## config.mk

```make
export PLATFORM = sky130hd
export DESIGN_NAME = adc_capture
export DESIGN_NICKNAME = d
export VERILOG_FILES = /design/src/rtl/adc_cap_pkg.sv /design/src/rtl/adc_cap_decode.sv /design/src/rtl/adc_cap_seq.sv /design/src/rtl/adc_capture.sv
export SDC_FILE = /design/constraint.sdc
export NUM_CORES = 1
export LEC_CHECK = 0
export BUFFER_PORTS_ARGS = -buffer_cell sky130_fd_sc_hd__clkbuf_2
export CAP_MARGIN = 30
export CORE_UTILIZATION = 30
export CTS_CLUSTER_DIAMETER = 50
export DETAILED_ROUTE_END_ITERATION = 12
export PLACE_DENSITY_LB_ADDON = 0.25
export SYNTH_ARGS = -nofsm -noshare
export SYNTH_HDL_FRONTEND = slang
export SYNTH_HIERARCHICAL = 1
export SYNTH_SLANG_ARGS = --single-unit
```

## constraint.sdc

```tcl
create_clock -name clk_i -period 2.9 [get_ports clk_i]
set_clock_uncertainty 0.15 [all_clocks]
set_input_delay 0.435 -clock clk_i [delete_from_list [all_inputs] [get_ports clk_i]]
set_output_delay 0.435 -clock clk_i [all_outputs]
set_load 0.02 [all_outputs]
```

## src/rtl/adc_cap_pkg.sv

```systemverilog
package adc_cap_pkg;
  typedef enum logic [1:0] {
    SEL_NONE,
    SEL_START,
    SEL_HI,
    SEL_LO
  } page_sel_e;
endpackage

```

## src/rtl/adc_cap_decode.sv

```systemverilog
module adc_cap_decode
  import adc_cap_pkg::*;
#(
  parameter int          ADDR_W     = 8,
  parameter logic [ADDR_W-1:0] START_PAGE = 8'h0C,
  parameter logic [ADDR_W-1:0] HI_PAGE    = 8'h0F,
  parameter logic [ADDR_W-1:0] LO_PAGE    = 8'h0E
) (
  input  logic              clk_i,
  input  logic              rst_ni,
  input  logic [ADDR_W-1:0] addr_i,
  input  logic              tpa_i,
  input  logic              mrd_ni,
  input  logic              mwr_ni,
  output logic              start_req_o,
  output logic              hi_rd_o,
  output logic              lo_rd_o
);
  logic [ADDR_W-1:0] page_q;
  logic              mrd_q;
  page_sel_e         sel;

  always_ff @(posedge clk_i or negedge rst_ni) begin
    if (!rst_ni) begin
      page_q <= '0;
      mrd_q  <= 1'b1;
    end else begin
      if (tpa_i) page_q <= addr_i;
      mrd_q <= mrd_ni;
    end
  end

  always_comb begin
    if (page_q == START_PAGE)   sel = SEL_START;
    else if (page_q == HI_PAGE) sel = SEL_HI;
    else if (page_q == LO_PAGE) sel = SEL_LO;
    else                        sel = SEL_NONE;
  end

  // read strobe acts on its falling edge only
  assign start_req_o = mrd_q & ~mrd_ni & (sel == SEL_START);
  assign hi_rd_o     = ~mwr_ni & (sel == SEL_HI);
  assign lo_rd_o     = ~mwr_ni & (sel == SEL_LO);

  assert_page_hold_R10: assert property (@(posedge clk_i) disable iff (!rst_ni)
    !tpa_i |=> $stable(page_q));
  assert_one_sel_R7: assert property (@(posedge clk_i) disable iff (!rst_ni)
    $onehot0({start_req_o, hi_rd_o, lo_rd_o}));
endmodule

```

## src/rtl/adc_cap_seq.sv

```systemverilog
module adc_cap_seq #(
  parameter int DATA_W = 12
) (
  input  logic              clk_i,
  input  logic              rst_ni,
  input  logic              start_req_i,
  input  logic              eoc_i,
  input  logic [DATA_W-1:0] data_i,
  output logic              start_o,
  output logic              flag_o,
  output logic [DATA_W-1:0] result_o
);
  logic eoc_q, busy_q, start_q, flag_q;
  logic [DATA_W-1:0] result_q;
  logic eoc_rise, done, launch;

  assign eoc_rise = eoc_i & ~eoc_q;
  assign done     = eoc_rise & busy_q;
  assign launch   = start_req_i & ~busy_q;

  always_ff @(posedge clk_i or negedge rst_ni) begin
    if (!rst_ni) begin
      eoc_q    <= 1'b0;
      busy_q   <= 1'b0;
      start_q  <= 1'b0;
      flag_q   <= 1'b0;
      result_q <= '0;
    end else begin
      eoc_q   <= eoc_i;
      start_q <= launch;
      if (done) begin
        busy_q   <= 1'b0;
        flag_q   <= 1'b1;
        result_q <= data_i;
      end else if (launch) begin
        busy_q <= 1'b1;
        flag_q <= 1'b0;
      end
    end
  end

  assign start_o  = start_q;
  assign flag_o   = flag_q;
  assign result_o = result_q;

  assert_start_single_R2: assert property (@(posedge clk_i) disable iff (!rst_ni)
    start_o |=> !start_o);
  assert_flag_clear_R3: assert property (@(posedge clk_i) disable iff (!rst_ni)
    start_o |-> !flag_o);
  assert_flag_set_R4: assert property (@(posedge clk_i) disable iff (!rst_ni)
    (eoc_rise && busy_q) |=> flag_o);
  assert_busy_blocks_R8: assert property (@(posedge clk_i) disable iff (!rst_ni)
    busy_q |=> !start_o);
  assert_result_hold_R9: assert property (@(posedge clk_i) disable iff (!rst_ni)
    !(eoc_rise && busy_q) |=> $stable(result_o));
endmodule

```

## src/rtl/adc_capture.sv

```systemverilog
module adc_capture #(
  parameter int               ADDR_W     = 8,
  parameter int               DATA_W     = 12,
  parameter int               MASK_W     = 2,
  parameter logic [ADDR_W-1:0] START_PAGE = 8'h0C,
  parameter logic [ADDR_W-1:0] HI_PAGE    = 8'h0F,
  parameter logic [ADDR_W-1:0] LO_PAGE    = 8'h0E,
  localparam int              HALF_W     = DATA_W / 2,
  localparam int              BYTE_W     = HALF_W + MASK_W
) (
  input  logic              clk_i,
  input  logic              rst_ni,
  input  logic [ADDR_W-1:0] addr_i,
  input  logic              tpa_i,
  input  logic              mrd_ni,
  input  logic              mwr_ni,
  output logic [BYTE_W-1:0] rd_data_o,
  output logic              adc_start_o,
  input  logic              adc_eoc_i,
  input  logic [DATA_W-1:0] adc_data_i,
  output logic              flag_o
);
  logic              start_req, hi_rd, lo_rd;
  logic [DATA_W-1:0] result;

  adc_cap_decode #(
    .ADDR_W    (ADDR_W),
    .START_PAGE(START_PAGE),
    .HI_PAGE   (HI_PAGE),
    .LO_PAGE   (LO_PAGE)
  ) u_decode (
    .clk_i      (clk_i),
    .rst_ni     (rst_ni),
    .addr_i     (addr_i),
    .tpa_i      (tpa_i),
    .mrd_ni     (mrd_ni),
    .mwr_ni     (mwr_ni),
    .start_req_o(start_req),
    .hi_rd_o    (hi_rd),
    .lo_rd_o    (lo_rd)
  );

  adc_cap_seq #(
    .DATA_W(DATA_W)
  ) u_seq (
    .clk_i      (clk_i),
    .rst_ni     (rst_ni),
    .start_req_i(start_req),
    .eoc_i      (adc_eoc_i),
    .data_i     (adc_data_i),
    .start_o    (adc_start_o),
    .flag_o     (flag_o),
    .result_o   (result)
  );

  always_comb begin
    rd_data_o = '0;
    if (hi_rd)      rd_data_o = {{MASK_W{1'b0}}, result[DATA_W-1:HALF_W]};
    else if (lo_rd) rd_data_o = {{MASK_W{1'b0}}, result[HALF_W-1:0]};
  end

  assert_mask_zero_R6: assert property (@(posedge clk_i) disable iff (!rst_ni)
    rd_data_o[BYTE_W-1:HALF_W] == '0);
  assert_quiet_bus_R5: assert property (@(posedge clk_i) disable iff (!rst_ni)
    mwr_ni |-> (rd_data_o == '0));
endmodule

```

==> key figures <==
Outcome
  • Run status: finished, final reports clean

GRT
  • Initial antenna violation count: 0
  • Largest net degree at the start of global routing: 26
  • Total Routing Usage GR: 0.112
  • Grt ovf: 0
  • First-pass GRT wire length: 3330 um
  • Number of global-route vias before repair: 717

Layout
  • Most frequent cells in the layout: 33 x clkbuf_2, 24 x dfrtp_1, 10 x mux2_2
  • Layout Utilization: 0.396
  • Layout Area Growth over Synthesis: 21.8%
  • Post-Layout Inst Area: 0.00136 mm2
  • NumNets Final: 140
  • Antenna diode count: 0
  • Layout cell share with drive strength beyond 1: 0.584
  • Fillcell total: 345
  • Most common cell after layout, fill and taps aside: clkbuf_2

Clock network
  • Setup bufs post-CTS: 0
  • Clock Pin Slew Worst Setup and Hold Paths: 0.08 ns
  • Clk Latency, worst-skew pair: 0.26 ns
  • Post-CTS Resized: 0
  • CTS root buf: clkbuf_8
  • Clk sinks: 25
  • Htree depth: 1
  • TritonCTS Buffers: 3
  • CTS tree: done
  • Post-CTS Hold Buffers: 0
  • Maximum root-to-sink buffer count: 2

Floorplan
  • Die height: 63.1 um
  • FP Rows: 21
  • Starting Density: 0.325
  • Total core area: 0.00344 mm2
  • Ports: 36
  • Die area: 0.00398 mm2
  • DIE WIDTH: 63.1 um

Logic synthesis
  • Mean area per synthesized cell: 14.3 um2
  • Post-Syn Instances: 78
  • Post-Synthesis Cell Area: 0.00112 mm2
  • Yosys reg bits: 25
  • Synthesis Warnings: 6
  • Post-synthesis sequential area ratio: 0.560
  • Distinct cells, synth: 23

Drt
  • DRT antenna net count: 0
  • DRC: 0
  • DR vias/cell: 4.33
  • First DRT Iteration DRCs: 29
  • TritonRoute pass-1 iters: 4
  • Vias: 689
  • WL/cell: 12.5 um
  • Drt total wl: 1980 um

Timing
  • Slew @ Worst Pin: 0.613 ns
  • Endpoints failing setup: 0
  • Slew Viols, Final: 0
  • Sum Neg Setup Slack: 0 ns
  • RSZ-0062 raised after global routing: no
  • Fin Hold WS: 0.0130 ns
  • Final min period: 2.58 ns
  • Maximum clock rate: 0.388 GHz
  • Final Cycle Share: 0.889
  • Final hold violations: 0
  • Slew headroom: 0.592

Placement
  • Post-DP HPWL: 1510 um
  • Port Buffer Count: 33
  • RD Place Congestion: 0.718
  • Area after DPL: 0.00132 mm2

Setup path
  • Worst setup SP type: flip-flop
  • Top delay family on crit path: simple AND/OR/NAND/NOR gates
  • CP required: 2.32 ns
  • Worst setup path class: reg -> out
  • Crit. Startpoint: u_decode/page_q[5]
  • CP Data Arrival Time: 1.99 ns
  • Worst Path Buf+Inv: 2
  • Slowest stage delay, CP: 0.40 ns
  • Crit-path max FO: 4
  • CP cell instances: or3_4, nor4b_1, buf_4, nor2b_4, a22o_2, clkbuf_2
  • CP Capture Type: output pin
  • Reg2reg start: u_decode/page_q[5]
  • Crit-path slowest cell: dfrtp_1

Flow run
  • Max-cap viol count: 0

Power
  • Ratio of total power to cell area: 652 mW/mm2
  • Maximum VDD drop: 233 uV
  • Leakage Power: 0.674 nW
  • Tot Pwr: 0.888 mW

Min path
  • Tightest Hold Check Type: in -> async
flip-flops by register name, indices dropped and copies added (netlist names):
name	count
u_decode/mrd_q	1
u_decode/page_q	8
u_seq/busy_q	1
u_seq/eoc_q	1
u_seq/flag_o	1
u_seq/result_o	12
u_seq/start_o	1
per-layer routing:
layer  up-vias  global-route usage  share of wire
met2        15               0.175           0.51
met5         -                   0              0
met4         0              0.0698          0.018
li1        339                   -              -
met3         4              0.0199          0.031
met1       331               0.142           0.44
per-stage QoR:
stage	setup slack [ns]	instances
finish	0.321	159
global route	0.223	159
CTS	0.319	159
detailed placement	0.513	155
global placement	0.515	155
floorplan	0.636	79
path summary, 6_finish.rpt:
| check | slack, ns | endpoint | depth (start not counted) |
|---|---|---|---|
| worst max register to register | 1.34 | u_seq/flag_o | 3 |
| worst min-delay path | 0.01 | u_decode/page_q[1] | 1 |
| worst max-delay path | 0.32 | rd_data_o[2] | 6 |
| max in group asynchronous | 2.18 | u_decode/page_q[7] | 1 |
| worst min register to register | 0.34 | u_seq/start_o | 1 |
| min in group clk_i | 0.11 | u_decode/mrd_q | 1 |
cell usage after synthesis (all sizes together):
library cell	instances	area, um2
a22o	4	40.0
nand2	6	25.0
or3	1	11.3
conb	1	3.75
o21ai	5	25.0
nor2b	3	33.8
dfrtp	24	601
nor4	1	6.26
nor3	1	5.00
nand4bb	1	11.3
nor4b	1	8.76
inv	2	7.51
mux2	19	248
nand2b	1	6.26
o21a	1	7.51
dfstp	1	26.3
or4b	1	10.0
buf	5	42.5
final cells by class:
cell class,count,area [um2],area share
well taps,46,57.6,0.0422
flip-flops and latches,25,627,0.460
multi-input cells,47,445,0.327
inverters,2,7.51,0.00551
repair buffers,35,180,0.132
clock buffers,4,45.0,0.0331
cells by family (layout without fill, tap and decap cells):
group,Yosys count,in the layout,synth area share
compound gates,10,10,0.0649
buf+inv,7,41,0.0447
other cells,1,2,0.00335
simple gates,16,16,0.105
flops,25,25,0.560
mux,19,19,0.221
report_power, final:
part | switching (mW) | internal, mW
combinational | 0.0490 | 0.128
clock | 0.106 | 0.0982
sequential | 0.0596 | 0.448
(Power assumes the default switching activity.)
